`src/rtl/ipt_pkg.sv`:
```
package ipt_pkg;
  localparam int unsigned IPT_FRAMES = 32;
  localparam int unsigned IPT_PAGE_W = 6;
  localparam int unsigned IPT_OFF_W  = 5;

  typedef enum logic [1:0] {
    XL_FAULT  = 2'd0,
    XL_MAPPED = 2'd1,
    XL_DIRECT = 2'd2
  } xl_kind_e;
endpackage

```
`src/rtl/ipt_entry_store.sv`:
```
module ipt_entry_store #(
  parameter int unsigned FRAMES = 32,
  parameter int unsigned PAGE_W = 6,
  localparam int unsigned IDX_W = $clog2(FRAMES)
) (
  input  logic                           clk,
  input  logic                           rst_n,
  input  logic                           wr_en,
  input  logic [IDX_W-1:0]               wr_idx,
  input  logic                           wr_valid,
  input  logic [PAGE_W-1:0]              wr_page,
  input  logic                           wr_acc,
  input  logic                           wr_mod,
  input  logic                           upd_en,
  input  logic [IDX_W-1:0]               upd_idx,
  input  logic                           upd_write,
  input  logic [IDX_W-1:0]               rd_idx,
  output logic                           rd_valid,
  output logic [PAGE_W-1:0]              rd_page,
  output logic                           rd_acc,
  output logic                           rd_mod,
  output logic [FRAMES-1:0]              val_vec,
  output logic [FRAMES-1:0][PAGE_W-1:0]  page_vec
);
  logic [FRAMES-1:0]             val_q, acc_q, mod_q;
  logic [FRAMES-1:0][PAGE_W-1:0] page_q;

  always_ff @(posedge clk or negedge rst_n) begin
    if (!rst_n) begin
      val_q  <= '0;
      acc_q  <= '0;
      mod_q  <= '0;
      page_q <= '0;
    end else begin
      for (int i = 0; i < int'(FRAMES); i++) begin
        if (wr_en && wr_idx == IDX_W'(i)) begin
          val_q[i]  <= wr_valid;
          page_q[i] <= wr_page;
          acc_q[i]  <= wr_acc;
          mod_q[i]  <= wr_mod;
        end else if (upd_en && upd_idx == IDX_W'(i)) begin
          acc_q[i] <= 1'b1;
          mod_q[i] <= mod_q[i] | upd_write;
        end
      end
    end
  end

  assign val_vec  = val_q;
  assign page_vec = page_q;
  assign rd_valid = val_q[rd_idx];
  assign rd_page  = page_q[rd_idx];
  assign rd_acc   = acc_q[rd_idx];
  assign rd_mod   = mod_q[rd_idx];

  // a hardware update not overridden by software marks the entry accessed
  a_r6_accessed_set: assert property (@(posedge clk) disable iff (!rst_n)
    (upd_en && !(wr_en && wr_idx == upd_idx)) |=> acc_q[$past(upd_idx)]);

  // a store update not overridden by software marks the entry modified
  a_r7_modified_set: assert property (@(posedge clk) disable iff (!rst_n)
    (upd_en && upd_write && !(wr_en && wr_idx == upd_idx)) |=> mod_q[$past(upd_idx)]);

  // a software write lands exactly, whatever else happened that cycle
  a_r9_os_write_wins: assert property (@(posedge clk) disable iff (!rst_n)
    wr_en |=> (val_q[$past(wr_idx)] == $past(wr_valid)) &&
              (page_q[$past(wr_idx)] == $past(wr_page)) &&
              (acc_q[$past(wr_idx)] == $past(wr_acc)) &&
              (mod_q[$past(wr_idx)] == $past(wr_mod)));

  // with no update and no write, the table holds still
  a_r2_quiet_table: assert property (@(posedge clk) disable iff (!rst_n)
    (!upd_en && !wr_en) |=> $stable(val_q) && $stable(acc_q) && $stable(mod_q) && $stable(page_q));
endmodule

```
`src/rtl/ipt_match.sv`:
```
module ipt_match #(
  parameter int unsigned FRAMES = 32,
  parameter int unsigned PAGE_W = 6,
  localparam int unsigned IDX_W = $clog2(FRAMES)
) (
  input  logic [PAGE_W-1:0]              vpage,
  input  logic [FRAMES-1:0]              val_vec,
  input  logic [FRAMES-1:0][PAGE_W-1:0]  page_vec,
  output logic                           hit,
  output logic [IDX_W-1:0]               hit_idx,
  output logic [FRAMES-1:0]              first_vec
);
  logic [FRAMES-1:0] eq_vec;

  for (genvar g = 0; g < FRAMES; g++) begin : g_cmp
    assign eq_vec[g] = val_vec[g] && (page_vec[g] == vpage);
  end

  // Lowest-numbered matching frame wins
  always_comb begin
    hit_idx   = '0;
    first_vec = '0;
    for (int i = int'(FRAMES) - 1; i >= 0; i--) begin
      if (eq_vec[i]) begin
        hit_idx   = IDX_W'(i);
        first_vec = FRAMES'(1) << i;
      end
    end
  end

  assign hit = |eq_vec;

  always_comb begin
    // at most one frame is selected
    a_r5_single_winner: assert ($onehot0(first_vec));
    // a hit names a valid entry holding the requested page
    a_r3_hit_is_real: assert (!hit || (val_vec[hit_idx] && page_vec[hit_idx] == vpage));
  end
endmodule

```
`src/rtl/ipt_mmu.sv`:
```
module ipt_mmu
  import ipt_pkg::*;
#(
  parameter int unsigned FRAMES = IPT_FRAMES,
  parameter int unsigned PAGE_W = IPT_PAGE_W,
  parameter int unsigned OFF_W  = IPT_OFF_W,
  localparam int unsigned IDX_W = $clog2(FRAMES),
  localparam int unsigned VA_W  = PAGE_W + OFF_W,
  localparam int unsigned PA_W  = IDX_W + OFF_W
) (
  input  logic              clk,
  input  logic              rst_n,
  input  logic              vm_enable,
  input  logic              req_valid,
  output logic              req_ready,
  input  logic [VA_W-1:0]   req_vaddr,
  input  logic              req_write,
  output logic              rsp_valid,
  input  logic              rsp_ready,
  output logic [PA_W-1:0]   rsp_paddr,
  output logic              rsp_hit,
  output logic              rsp_fault,
  input  logic              tbl_wr_en,
  input  logic [IDX_W-1:0]  tbl_wr_idx,
  input  logic              tbl_wr_valid,
  input  logic [PAGE_W-1:0] tbl_wr_page,
  input  logic              tbl_wr_accessed,
  input  logic              tbl_wr_modified,
  input  logic [IDX_W-1:0]  tbl_rd_idx,
  output logic              tbl_rd_valid,
  output logic [PAGE_W-1:0] tbl_rd_page,
  output logic              tbl_rd_accessed,
  output logic              tbl_rd_modified
);
  logic [FRAMES-1:0]             val_vec;
  logic [FRAMES-1:0][PAGE_W-1:0] page_vec;
  logic                          tbl_hit;
  logic [IDX_W-1:0]              tbl_idx;
  logic [FRAMES-1:0]             first_vec;
  logic                          xfer, upd_en;
  logic                          direct_ok;
  xl_kind_e                      kind;

  ipt_entry_store #(.FRAMES(FRAMES), .PAGE_W(PAGE_W)) u_store (
    .clk      (clk),
    .rst_n    (rst_n),
    .wr_en    (tbl_wr_en),
    .wr_idx   (tbl_wr_idx),
    .wr_valid (tbl_wr_valid),
    .wr_page  (tbl_wr_page),
    .wr_acc   (tbl_wr_accessed),
    .wr_mod   (tbl_wr_modified),
    .upd_en   (upd_en),
    .upd_idx  (tbl_idx),
    .upd_write(req_write),
    .rd_idx   (tbl_rd_idx),
    .rd_valid (tbl_rd_valid),
    .rd_page  (tbl_rd_page),
    .rd_acc   (tbl_rd_accessed),
    .rd_mod   (tbl_rd_modified),
    .val_vec  (val_vec),
    .page_vec (page_vec)
  );

  ipt_match #(.FRAMES(FRAMES), .PAGE_W(PAGE_W)) u_match (
    .vpage    (req_vaddr[VA_W-1:OFF_W]),
    .val_vec  (val_vec),
    .page_vec (page_vec),
    .hit      (tbl_hit),
    .hit_idx  (tbl_idx),
    .first_vec(first_vec)
  );

  // Direct access is legal only when the address fits in user space
  assign direct_ok = (req_vaddr >> PA_W) == '0;

  always_comb begin
    if (vm_enable) kind = tbl_hit ? XL_MAPPED : XL_FAULT;
    else           kind = direct_ok ? XL_DIRECT : XL_FAULT;
  end

  always_comb begin
    unique case (kind)
      XL_MAPPED: rsp_paddr = {tbl_idx, req_vaddr[OFF_W-1:0]};
      XL_DIRECT: rsp_paddr = req_vaddr[PA_W-1:0];
      default:   rsp_paddr = '0;
    endcase
  end

  assign rsp_hit   = (kind != XL_FAULT);
  assign rsp_fault = (kind == XL_FAULT);
  assign rsp_valid = req_valid;
  assign req_ready = rsp_ready;
  assign xfer      = req_valid && rsp_ready;
  assign upd_en    = xfer && (kind == XL_MAPPED);

  // hit and fault are exclusive and a fault carries a zero address
  a_r4_fault_zero: assert property (@(posedge clk) disable iff (!rst_n)
    rsp_valid |-> (rsp_hit != rsp_fault) && (!rsp_fault || rsp_paddr == '0));

  // direct mode keeps in-range addresses unchanged
  a_r8_direct_pass: assert property (@(posedge clk) disable iff (!rst_n)
    (rsp_valid && !vm_enable && req_vaddr[VA_W-1] == 1'b0) |-> (rsp_hit && rsp_paddr == req_vaddr[PA_W-1:0]));

  // a mapped response keeps the word offset and uses the selected frame
  a_r3_offset_kept: assert property (@(posedge clk) disable iff (!rst_n)
    (rsp_valid && vm_enable && rsp_hit) |->
      (rsp_paddr[OFF_W-1:0] == req_vaddr[OFF_W-1:0]) && first_vec[rsp_paddr[PA_W-1:OFF_W]]);
endmodule

```
`config.mk`:
```
export PLATFORM = sky130hd
export DESIGN_NAME = ipt_mmu
export DESIGN_NICKNAME = d
export VERILOG_FILES = /design/src/rtl/ipt_pkg.sv /design/src/rtl/ipt_entry_store.sv /design/src/rtl/ipt_match.sv /design/src/rtl/ipt_mmu.sv
export SDC_FILE = /design/constraint.sdc
export NUM_CORES = 1
export LEC_CHECK = 0
export BUFFER_PORTS_ARGS = -buffer_cell sky130_fd_sc_hd__buf_2
export CAP_MARGIN = 40
export CELL_PAD_IN_SITES_DETAIL_PLACEMENT = 0
export CELL_PAD_IN_SITES_GLOBAL_PLACEMENT = 1
export CORE_MARGIN = 2
export CORE_UTILIZATION = 52
export CTS_CLUSTER_DIAMETER = 80
export DETAILED_ROUTE_END_ITERATION = 7
export PLACE_DENSITY_LB_ADDON = 0.1
export SKIP_LAST_GASP = 1
export SLEW_MARGIN = 40
export SYNTH_ARGS = -nofsm -noshare
export SYNTH_HDL_FRONTEND = slang
export SYNTH_SLANG_ARGS = --single-unit
```
`constraint.sdc`:
```
create_clock -name clk -period 2.75 [get_ports clk]
set_input_delay 0.1375 -clock clk [delete_from_list [all_inputs] [get_ports clk]]
set_output_delay 0.1375 -clock clk [all_outputs]
set_load 0.02 [all_outputs]
```
Word-level counts from Yosys, hierarchy flattened

Cells that the tools add are included.

Multiplexer cells: 172
Equality and inequality tests: 96
Magnitude comparators: 1
Reductions and logical operators: 136
Bitwise gates (word level): 32

Operators by type and width:

| kind                 | number |
|---|---|
| $eq A6 B6 Y1         | 32 |
| $eq A5 B5 Y1 const B | 32 |
| $mux W5              | 32 |
| $mux W1              | 132 |
| $logic_and A1 B1 Y1  | 98 |
| $eq A5 B4 Y1 const B | 16 |
| $reduce_bool A2 Y1   | 33 |
| $eq A5 B3 Y1 const B | 8 |
| $or A1 B1 Y1         | 32 |
| $reduce_or A32 Y1    | 1 |
| $bmux W6 S5          | 1 |
| $eq A5 B2 Y1 const B | 4 |
| $pmux W10 S2         | 1 |
| $bmux W1 S5          | 3 |
| $logic_not A11 Y1    | 1 |
| $eq A5 B1 Y1 const B | 2 |
| $logic_not A5 Y1     | 2 |
| $lt A5 B6 Y1 const B | 1 |
| $mux W6              | 1 |
| $mux W2              | 2 |
| $eq A2 B1 Y1 const B | 1 |
| $eq A2 B2 Y1 const B | 1 |
| $logic_not A2 Y1     | 1 |

Register bits after elaboration: 288
Input port bits: 37

Depth between registers and ports, before layout

Gate-level depths: netlist of the first run.

Depth in word-level cells: 38
Depth in mapped cells: 14
Mapped depth without buffers: 9

Cells and area by module

A second synthesis of the first run with hierarchy kept.

Cells, all modules: 1320
Area, all modules: 16923.7 µm²

Modules (own cells, without submodules):

| module          | sequential area each (µm²) | times used | area each (µm²) | cells an instance |
|---|---|---|---|---|
| ipt_entry_store | 7206.9                     | 1          | 13591.8         | 884 |
| ipt_match       | 0.0                        | 1          | 3164.3          | 413 |
| ipt_mmu         | 0.0                        | 1          | 167.7           | 23 |

Worst setup path after synthesis of the first run

Ideal clock, no wire load.

Path kind: in2out
Start point: input port req_vaddr[10]
End point: output port rsp_paddr[5]
Path slack: 0.157 ns
Data arrival time: 2.455 ns
Stages: 11
Cell sequence: buf_4 -> buf_12 -> xnor2_1 -> nand4_1 -> nor4_2 -> a211oi_1 -> o311ai_1 -> a2111oi_4 -> nor3_2 -> o21ai_0 -> o21ai_0

Cells in the longest elaborated chain, start to end: 35
Elaborated cells on any way between the ends: 104

RTL lines:

| what                  | line            | text |
|---|---|---|
| start: declaration    | ipt_mmu.sv:16   | `input logic [VA_W-1:0] req_vaddr,` |
| $eq A6 B6 Y1          | ipt_match.sv:16 | `assign eq_vec[g] = val_vec[g] && (page_vec[g] == vpage);` |
| $logic_and A1 B1 Y1   | ipt_match.sv:16 |  |
| $mux W5 (32 in a row) | ipt_match.sv:24 | `if (eq_vec[i]) begin` |
| $pmux W10 S2 *        | ipt_mmu.sv:83   | `unique case (kind)` |
| end: declaration      | ipt_mmu.sv:20   | `output logic [PA_W-1:0] rsp_paddr,` |

Mark *: on every way between the ends. The rest lies on a longest branch, timed or not.

Worst setup path in the final report of the first run

Start point: register u_store.page_q (netlist bit u_store.page_vec[128])
End point: output port rsp_paddr[5]

Cells in the longest elaborated chain, start to end: 25
Elaborated cells on any way between the ends: 30

RTL lines:

| what                             | line                  | text |
|---|---|---|
| start: declaration               | ipt_entry_store.sv:26 | `logic [FRAMES-1:0][PAGE_W-1:0] page_q;` |
| start signal: indexed assignment | ipt_entry_store.sv:38 | `page_q[i] <= wr_page;` |
| $eq A6 B6 Y1 *                   | ipt_match.sv:16       |  |
| $logic_and A1 B1 Y1 *            | ipt_match.sv:16       |  |
| $mux W5 (22 in a row)            | ipt_match.sv:24       |  |
| $pmux W10 S2 *                   | ipt_mmu.sv:83         |  |

Marked as above.

==> metrics.txt, run 1 <==
post-synthesis net count 1,399; Sw Ratio 31.04%; Worst Skew 23.93 ps; Ant. Diodes 0; FF-to-FF End u_store.acc_q[26]; Synth Flop Type dfrtp_1; sequential power share 39.3%; count of flip-flops with a built-in enable after synthesis 0; initial antenna violation count 1; drt first-iter violations approximately 1,000; drt drc 0; port bufs 59; register area 7207 um^2; synth warn 0; pre-CTS setup slack -464.4 ps; I/O pin count 60; CTS tree done; end of the worst hold path u_store.mod_q[14]; Design Area, Final 21,340 um^2; Worst EP required 2610 ps; commonest non-fill, non-tap cells in the layout 288 x dfrtp_1, 218 x mux2_2, 187 x buf_4; CTS sink count 288; Skew-Pair Late Insertion Delay roughly 530 ps; worst-path fanout max 4; Max Root-Sink Buffers 3; Layout fillers approximately 2,500; PwrDens 697.2 nW/um^2; clock network power share 31.8%; Crit. End Element output port; largest net degree at the start of global routing 78; syn avg cell area 12.49 um^2; WHS Path Cells 3; status finished with violations; Via density 6.114; area of the mapped netlist roughly 17,000 um^2; unrepaired setup endpoints after global routing yes; Synth cell types 65; failing checks setup timing; first-pass GRT wire length 81,100 um; overall routing resource usage 32.22%; Seq cells post-synth 288; num rows 66; Post-Syn Instances 1,362; final global-route overflow total 0; CTS clk-pin slew, worst paths 60 ps; via count 12,504; asr flop ratio synth 100.0%; initial core utilization 52.54%; Comb pwr share 28.9%; switching power 4618 uW; Final GP Congestion 0.8861; setup slack after layout -521.9 ps; FF-to-FF path depth 12; Initial DRT Pass Iterations 5; Hold Crit Class in -> reg; Final Hold Fails 0; R2R Setup Slk -310 ps; Worst R2R Start u_store.page_vec[174]; H-tree Lvls 2; WL/cell roughly 27 um; total length of routed wires around 54,000 um; fin crit period 3272 ps; Die Span Y roughly 180 um; post-synthesis sequential area ratio 42.37%; commonest non-fill, non-tap cell in the layout dfrtp_1; endpoints failing setup between 70 and 80; WS Path Type reg -> out; CTS buffer count 36; pins over their slew limit 0; layout cell share with drive strength beyond 1 49.59%; total negative slack -14,470 ps; Detailed Place HPWL 37,310 um; Relative slew margins a little over two fifths; post-route ant nets 0; vias in the first global route ~13,000; Leak 0.009076 uW; Area after DPL approximately 19,000 um^2; area of the multi-input gates 9956 um^2; VDD IR-drop max 568.9 uV; Hold Crit Start tbl_wr_modified; fin nets roughly 1,600; f_max about 300 MHz; Hold WS 97.87 ps; Pint 10,260 uW; Chip Width ~180 um; worst slew pin tran 870.6 ps; crit path launch type flip-flop; Critical Path AT 3130 ps; maxcap violations 0; Syn-to-layout area delta 25.45%; Tcrit/Tclk final 119.0%; DIE AREA 34,170 um^2; root buf cell clkbuf_16; core area 32,370 um^2
[worst max path at each step]
stage                                     start           endpoint  slack, ps  cells past startpoint
after global routing      u_store.page_vec[176]       rsp_paddr[8]       -650                     11
after global placement             req_vaddr[6]       rsp_paddr[5]       -520                     15
after detailed placement           req_vaddr[6]  u_store.mod_q[13]       -460                     15
final                     u_store.page_vec[128]       rsp_paddr[5]       -520                     11
after CTS                 u_store.page_vec[181]       rsp_paddr[5]       -630                     12
after floorplan                   req_vaddr[10]       rsp_paddr[5]        160                     11
[repair_timing]
action | in CTS | in global routing
pin swaps | 35 | 83
gates resized for setup | 78 | 120
gates cloned | 1 | 2
setup buffers | 15 | 19
endpoints found under the setup margin | 76 | 77
hold buffers | 2 | 0
hold endpoints to repair | 72 | 0
[registers in the layout (all words and copies together), names as in the netlist]
signal and cells:
u_store.mod_q 32, u_store.page_vec 192, u_store.acc_q 32, u_store.val_vec 32
[Yosys cell counts (all sizes together) (5+ instances only)]
| master | n | share of area (%) |
|---|---|---|
| dfrtp | 288 | 42 |
| mux2 | 219 | 15 |
| xnor2 | 100 | 5.1 |
| xor2 | 92 | 4.8 |
| mux4 | 90 | 12 |
| nand2 | 88 | 1.9 |
| buf | 60 | 2.7 |
| nor2 | 55 | 1.3 |
| clkbuf | 46 | 1.0 |
| o21ai | 45 | 1.4 |
| nor4 | 40 | 2.4 |
| nand4 | 36 | 1.4 |
| a21oi | 30 | 0.88 |
| mux2i | 22 | 1.3 |
| o31ai | 17 | 0.90 |
| a41oi | 16 | 0.82 |
| a31oi | 13 | 0.51 |
| or4 | 10 | 0.44 |
| a311oi | 9 | 0.46 |
| and2 | 9 | 0.33 |
| nor3 | 9 | 0.52 |
| nand2b | 8 | 0.34 |
| nor2b | 8 | 0.29 |
| or2 | 8 | 0.31 |
| inv | 7 | 0.15 |
| nand3 | 7 | 0.21 |
| a211oi | 5 | 0.22 |
[power by group through the flow]
stage                     Combinational, uW  Clock [uW]  Sequential [uW]
after floorplan                        2510           0             5650
after global placement                 3760           0             5830
after detailed placement               3820           0             5860
after CTS                              4000        4790             5800
after global routing                   4560        4970             5940
final                                  4300        4730             5850
[layout make-up]
cell class              count  share of cell area, %
clock buffers              51                  4.961
clock inverters            11                 0.5395
inverters                   9                 0.1583
multi-input cells         960                  46.66
flip-flops and latches    288                  33.78
well taps                 442                  2.592
repair buffers            284                  11.31
[critical path: stages (launching register included)]
cell and delay (ps):
dfrtp_1 390, xnor2_1 180, nand4_1 220, nor4_4 400, nor2_2 130, a221oi_2 320, buf_4 200, a2111oi_4 80
nor3_2 230, o21ai_1 100, o21ai_2 190, buf_6 150
[through the flow]
step / total power (uW) / util (%) / instances
finish: 14880 / 65.91 / 2045
global route: 15480 / 65.91 / 2045
CTS: 14590 / 63.81 / 2033
detailed placement: 9681 / 58.67 / 1958
global placement: 9587 / 58.67 / 1958
floorplan: 8169 / - / 1362
[kinds of logic (layout without fill, tap and decap cells)]
kind of cell / count (synthesis) / count (layout) / synth area share (%)
compound gates: 150 / 151 / 6.239
buf+inv: 115 / 355 / 3.943
simple gates: 286 / 286 / 9.755
flops: 288 / 288 / 42.37
mux: 331 / 331 / 27.71
xor+xnor: 192 / 192 / 9.976
[metal layers]
layer	routed length [um]	vias up	GRT usage (%)
met2	25620	432	51.07
li1	-	5472	-
met3	3303	104	5.643
met1	23860	6494	45.93
met4	1519	2	8.921
met5	11	-	0
No activity file was read; power rests on OpenSTA's default activity.
==> run 2: changes to the inputs <==
--- a/config.mk
+++ b/config.mk
@@ -11,6 +11,7 @@
 export CELL_PAD_IN_SITES_GLOBAL_PLACEMENT = 1
 export CORE_MARGIN = 2
 export CORE_UTILIZATION = 52
+export CTS_BUF_LIST = sky130_fd_sc_hd__clkbuf_16
 export CTS_CLUSTER_DIAMETER = 80
 export DETAILED_ROUTE_END_ITERATION = 7
 export PLACE_DENSITY_LB_ADDON = 0.1
==> constraint.sdc (replaced) <==
create_clock -name clk -period 2.75 [get_ports clk]
set_input_delay 0.275 -clock clk [delete_from_list [all_inputs] [get_ports clk]]
set_output_delay 0.275 -clock clk [all_outputs]
set_load 0.02 [all_outputs]
==> run 2 against run 1 <==
Highest routed layer is now met4. Routed wire length is 1.8% higher. Clock skew is 3.9 ps lower. Flip-flop and latch count stayed put. Count of clock-buffer cells in the layout is 14 lower. Critical endpoint unchanged. Largest cell class unchanged. The run still ends with setup timing left. Worst setup slack worse by 160 ps. Worst hold slack better by 51 ps.
==> metrics.txt, run 2 (same netlist as run 1, synthesis figures left out) <==
drt first-iter violations 1,113 (+12%); crit-path max cell delay 460 ps (+60 ps); Worst Skew 20.03 ps (-3.904 ps); max FFs per register 192 (unchanged); crit path launch type flip-flop; final global-route overflow total 0 (unchanged); Max Root-Sink Buffers 3 (unchanged); Cells after DPL 1,984 (+1.3%); largest net degree at the start of global routing 72 (-7.7%); endpoints failing setup 83 (+7.8%); vias in the first global route 13,100 (+3.7%); Chip Width 184.9 um (unchanged); pins over their slew limit 0 (unchanged); PwrDens 700.5 nW/um^2 (+0.48%); cell mode on critical path buf_4; Die Span Y 184.9 um (unchanged); Final Core Density 67.23% (+1.3 points); overall routing resource usage 32.84% (+0.62 points); Via density 6.188 (+1.2%); status finished with violations; setup slack after layout -683.8 ps (-161.9 ps); Final Hold Fails 0 (unchanged); failing checks setup timing; maxcap violations 0 (unchanged); fin crit period 3434 ps (+161.9 ps); CP max stage cell or4_4; DIE AREA 34,170 um^2 (unchanged); root buf cell clkbuf_16; first-pass GRT wire length 82,470 um (+1.7%); critical path startpoint u_store.page_vec[184]; Crit. End Element output port; f_max 291.2 MHz (-4.7%); worst-path fanout max 2 (-2); commonest non-fill, non-tap cells in the layout 288 x dfrtp_1, 212 x mux2_2, 197 x buf_4; area of the multi-input gates 9911 um^2 (-0.45%); initial antenna violation count 0 (-1); Final GP Congestion 0.8896 (+0.39%); Hold WS 148.5 ps (+50.67 ps); post-route ant nets 0 (unchanged); I/O pin count 60 (unchanged); Critical Path AT 3160 ps (+30 ps); CTS tree done; Layout fillers 2,460 (-0.81%); Initial DRT Pass Iterations 7 (+2); core area 32,370 um^2 (unchanged); Hold Crit Start req_write; Syn-to-layout area delta 27.96%; WL/cell 26.67 um (+0.40%); Tcrit/Tclk final 124.9% (+5.9 points); register area 7207 um^2 (unchanged); layout cell share with drive strength beyond 1 50.15% (+0.56 points); worst slew pin tran 814.7 ps (-55.83 ps); Ant. Diodes 0 (unchanged); Worst R2R Start u_store.page_vec[184]; Hold Crit Class in -> reg; H-tree Lvls 2 (unchanged); fin nets 1,643 (+1.7%); Leak 0.009308 uW (+2.6%); pre-CTS setup slack -493.1 ps (-28.70 ps); port bufs 59 (unchanged); total length of routed wires 55,280 um (+1.8%); via count 12,827 (+2.6%); CTS buffer count 34 (-5.6%); Relative slew margins 45.68% (+3.7 points); Worst EP required 2480 ps (-130 ps); CP Cell Sequence xnor2_1, nand4_1, or4_4, a211oi_2, o311ai_1, buf_4, a2111oi_4, buf_4, nor3_2, o21ai_1, o21ai_2, buf_4; CTS clk-pin slew, worst paths 60 ps (about the same); VDD IR-drop max 456.4 uV (-20%); num rows 66 (unchanged); commonest non-fill, non-tap cell in the layout dfrtp_1; Non-Filler Instances 2,073 (+1.4%); unrepaired setup endpoints after global routing yes; CTS sink count 288 (unchanged); drt drc 0 (unchanged); Detailed Place HPWL 37,820 um (+1.4%); Skew-Pair Late Insertion Delay 530 ps (about the same); WS Path Type reg -> out; initial core utilization 52.54% (unchanged)
## run 2: changes by cell type in the layout (fill, tap and decap cells not counted), moves of 5 or more
cell	previous run	this run
mux2_4	1	7
buf_2	45	38
mux2_2	218	212
inv_1	5	10
buf_4	187	197
clkbuf_8	8	0
clkinv_1	2	7
buf_6	26	44
clkbuf_1	6	0
buf_12	22	31
## run 2: layout make-up
type / instances / area share [%]
multi-input cells: 959 / 45.54
flip-flops and latches: 288 / 33.11
repair buffers: 314 / 13.15
well taps: 442 / 2.541
inverters: 9 / 0.1552
clock buffers: 37 / 4.254
clock inverters: 24 / 1.242
## run 2: critical path, delay by kind of cell (launching register included)
kind                   cells  cell delay [ps]
flip-flops                 1              410
buffers and inverters      3              500
AND/OR/NAND/NOR            3              690
AO/OA/AOI/OAI              5              860
XOR/XNOR                   1              160
## run 2: repair_timing
| item | in CTS | in global routing |
|---|---|---|
| setup buffers | 24 | 15 |
| hold endpoints to repair | 54 | 0 |
| gates cloned | 2 | 2 |
| pin swaps | 61 | 73 |
| gates resized for setup | 141 | 83 |
| setup endpoints to repair | 76 | 83 |
| hold buffers | 1 | 0 |
## run 2: final timing paths
path	to	slack (ps)	cells after the start
min	u_store.mod_q[21]	150	3
min in group asynchronous	u_store.mod_q[26]	300	2
max	rsp_paddr[5]	-680	12
min reg2reg	u_store.acc_q[28]	500	2
max reg2reg	u_store.acc_q[31]	-310	14
max in group asynchronous	u_store.page_vec[150]	1610	3
## run 2: per-stage QoR
step                power [uW]  instance area [um^2]  TNS, ps
detailed placement        9775                 19310   -27540
floorplan                 8172                 17020        0
global route             15860                 21760   -26460
CTS                      14990                 21270   -18800
global placement          9671                 19310   -24170
finish                   15250                 21760   -18020
## run 2: layer usage
metal	track usage [%]	wire, um	up-vias
met1	46.05	23910	6723
met2	52.75	26400	480
met3	4.562	3154	107
li1	-	-	5517
met5	0	0	-
met4	11.43	1828	0
## run 2: where the power goes
part | internal (uW) | switching (uW) | total [uW] | leakage, uW
Clock | 2990 | 1870 | 4860 | 0.000594
Combinational | 2460 | 2070 | 4520 | 0.00504
Sequential | 5100 | 763 | 5860 | 0.00367
==> run 3: changes to the inputs <==
--- a/config.mk
+++ b/config.mk
@@ -5,10 +5,12 @@
 export SDC_FILE = /design/constraint.sdc
 export NUM_CORES = 1
 export LEC_CHECK = 0
+export ABC_CLOCK_PERIOD_IN_PS = 2750
 export BUFFER_PORTS_ARGS = -buffer_cell sky130_fd_sc_hd__buf_2
 export CAP_MARGIN = 40
 export CELL_PAD_IN_SITES_DETAIL_PLACEMENT = 0
 export CELL_PAD_IN_SITES_GLOBAL_PLACEMENT = 1
+export CORE_ASPECT_RATIO = 0.6
 export CORE_MARGIN = 2
 export CORE_UTILIZATION = 52
 export CTS_BUF_LIST = sky130_fd_sc_hd__clkbuf_16
==> run 3 against run 2 <==
The flow still finishes with violations (setup timing). Largest power group unchanged. Clock power fell by 16%. Global-route usage is 1.1 points higher. Cell count shrank 2.4%. Clock skew shrank 5.0 ps. Die area rose by 0.14%. Worst hold slack worse by 81 ps. Largest cell class unchanged. Critical endpoint is now rsp_paddr[7]. Critical path depth is 1 lower. Maximum frequency down 2.2%. Count of clock-buffer cells in the layout decreased by 8.
==> metrics.txt, run 3 (same netlist as run 1, synthesis figures left out) <==
vias in the first global route 12,560 (-4.1%); port bufs 59 (unchanged); Ant. Diodes 0 (unchanged); CTS clk-pin slew, worst paths 60 ps (about the same); post-route ant nets 0 (unchanged); cell mode on critical path buf_4; Initial DRT Pass Iterations 7 (unchanged); DR WL met3 7090 um (+120%); CP delay by family, top simple AND/OR/NAND/NOR gates; Metal-1 WL 26,240 um (+9.8%); overall routing resource usage 33.96% (+1.1 points); initial antenna violation count 0 (unchanged); core area 32,290 um^2 (-0.25%); failing checks setup timing; fin crit period 3510 ps (+76.70 ps); Worst Skew 15.01 ps (-5.019 ps); final global-route overflow total 0 (unchanged); Final Core Density 65.44% (-1.8 points); Non-Filler Instances 2,023 (-2.4%); clock network power share 28.5% (-3.4 points); Via density 6.352 (+2.7%); crit-path max cell delay 400 ps (-60 ps); Hold Crit Class in -> reg; DIE AREA 34,220 um^2 (+0.14%); drt first-iter violations 1,337 (+20%); root buf cell clkbuf_16; CTS buffer count 29 (-15%); Max Root-Sink Buffers 3 (unchanged); Pint 9713 uW (-7.9%); Chip Width 237.5 um (+28%); layout cell share with drive strength beyond 1 48.34% (-1.8 points); WS Path Type reg -> out; CP Cell Sequence xnor2_1, nand4_1, nor4_2, nor4_1, buf_4, o41ai_1, buf_4, a31oi_4, nand2_1, a32o_2, buf_4; FF-to-FF path depth 16 (+2); drt drc 0 (unchanged); max FFs per register 192 (unchanged); f_max 284.9 MHz (-2.2%); Design Area, Final 21,130 um^2 (-2.9%); initial core utilization 52.67% (+0.13 points); PwrDens 679.7 nW/um^2 (-3.0%); maxcap violations 0 (unchanged); total length of routed wires 57,490 um (+4.0%); highest routed layer met4; CP Buf/Inv Count 3 (unchanged); Final Hold Fails 0 (unchanged); Hold Crit Start req_write; unrepaired setup endpoints after global routing yes; sequential power share 41.2% (+2.8 points); fin nets 1,615 (-1.7%); crit path launch type flip-flop; Syn-to-layout area delta 24.23%; via count 12,850 (+0.18%); switching power 4649 uW (-1.1%); first-pass GRT wire length 84,710 um (+2.7%); Worst path depth 11 (-1); Tcrit/Tclk final 127.7% (+2.8 points); Sw Ratio 32.37% (+1.5 points); Worst R2R Start u_store.page_vec[155]; num rows 51 (-23%); Final GP Congestion 0.9141 (+2.8%); setup slack after layout -760.5 ps (-76.70 ps); WHS Path Cells 3 (unchanged); Die Span Y 144.1 um (-22%); CTS tree done; endpoints failing setup 83 (unchanged); largest net degree at the start of global routing 73 (+1.4%); Leak 0.009021 uW (-3.1%); pins over their slew limit 0 (unchanged); commonest non-fill, non-tap cell in the layout dfrtp_1; Worst EP required 2480 ps (about the same); Layout fillers 2,425 (-1.4%); worst slew pin tran 855.1 ps (+40.31 ps); CTS sink count 288 (unchanged); CP max stage cell dfrtp_1; Critical Path AT 3240 ps (+80 ps); WL/cell 28.42 um (+6.6%); Cells after DPL 1,948 (-1.8%); Relative slew margins 43.00% (-2.7 points); Skew-Pair Late Insertion Delay 580 ps (+50 ps); VDD IR-drop max 578.9 uV (+27%); Met2 Wirelength 22,810 um (-14%); Detailed Place HPWL 40,810 um (+7.9%); total negative slack -23,080 ps (-5057 ps); critical path startpoint u_store.page_vec[174]; status finished with violations; worst-path fanout max 5 (+3); Area after DPL 19,050 um^2 (-1.3%); Design Power 14,360 uW (-5.8%); H-tree Lvls 1 (-1); commonest non-fill, non-tap cells in the layout 286 x dfrtp_1, 212 x mux2_2, 179 x buf_4; I/O pin count 60 (unchanged); Crit. End Element output port; Comb pwr share 30.3% (+0.6 points)
[run 3: what timing repair did]
item | 4_1_cts | 5_1_grt
pin swaps | 37 | 58
hold buffers | 1 | 0
resized for setup | 100 | 109
hold endpoints to repair | 66 | 0
buffers inserted | 20 | 18
cloned | 0 | 1
setup endpoints to repair | 83 | 83
[run 3: worst register-to-register path, stage by stage, from the launching register on]
cell and delay, ps:
dfrtp_1 410, xnor2_2 160, buf_4 170, nand4_1 160, or4_4 500, nand2b_4 110, buf_6 100, a221oi_4 50
o221a_4 280, buf_6 120, buf_6 110, buf_6 110, nor3_4 290, buf_4 160, buf_4 100, a31oi_1 80
a21oi_1 140
[run 3: final cells by class]
type | count | area [um^2] | area share [%]
clock buffers | 29 | 725.7 | 3.435
clock inverters | 23 | 220.2 | 1.042
inverters | 9 | 33.78 | 0.1599
multi-input cells | 960 | 9833 | 46.54
flip-flops and latches | 288 | 7209 | 34.12
well taps | 424 | 530.5 | 2.511
repair buffers | 290 | 2576 | 12.19
[run 3: stage by stage]
| step | hold WS (ps) | worst slack, ps |
|---|---|---|
| after floorplan | -20.59 | 8.366 |
| after global routing | 72.30 | -825.7 |
| after global placement | 295.1 | -561.2 |
| after CTS | 36.13 | -680.6 |
| final | 67.27 | -760.5 |
| after detailed placement | 303.2 | -596.5 |
[run 3: metal layers]
| layer | track usage, % | up-vias |
|---|---|---|
| met5 | 0 | - |
| met4 | 8.606 | 0 |
| met3 | 11.95 | 79 |
| met2 | 44.70 | 675 |
| met1 | 52.38 | 6623 |
| li1 | - | 5473 |
[run 3: worst paths after layout]
kind	slack (ps)	to
min in group asynchronous	270	u_store.page_vec[153]
max in group asynchronous	1690	u_store.val_vec[0]
hold reg to reg	500	u_store.mod_q[5]
hold / removal	70	u_store.mod_q[21]
setup reg to reg	-370	u_store.mod_q[20]
setup / recovery	-760	rsp_paddr[7]
[run 3: power groups by stage]
stage          Clock, uW  Combinational, uW  Sequential [uW]
2_1_floorplan          0               2520             5650
3_3_place_gp           0               3750             5890
3_5_place_dp           0               3820             5910
4_1_cts             4130               4050             5860
5_1_grt             4310               4620             6000
6_report            4090               4350             5920
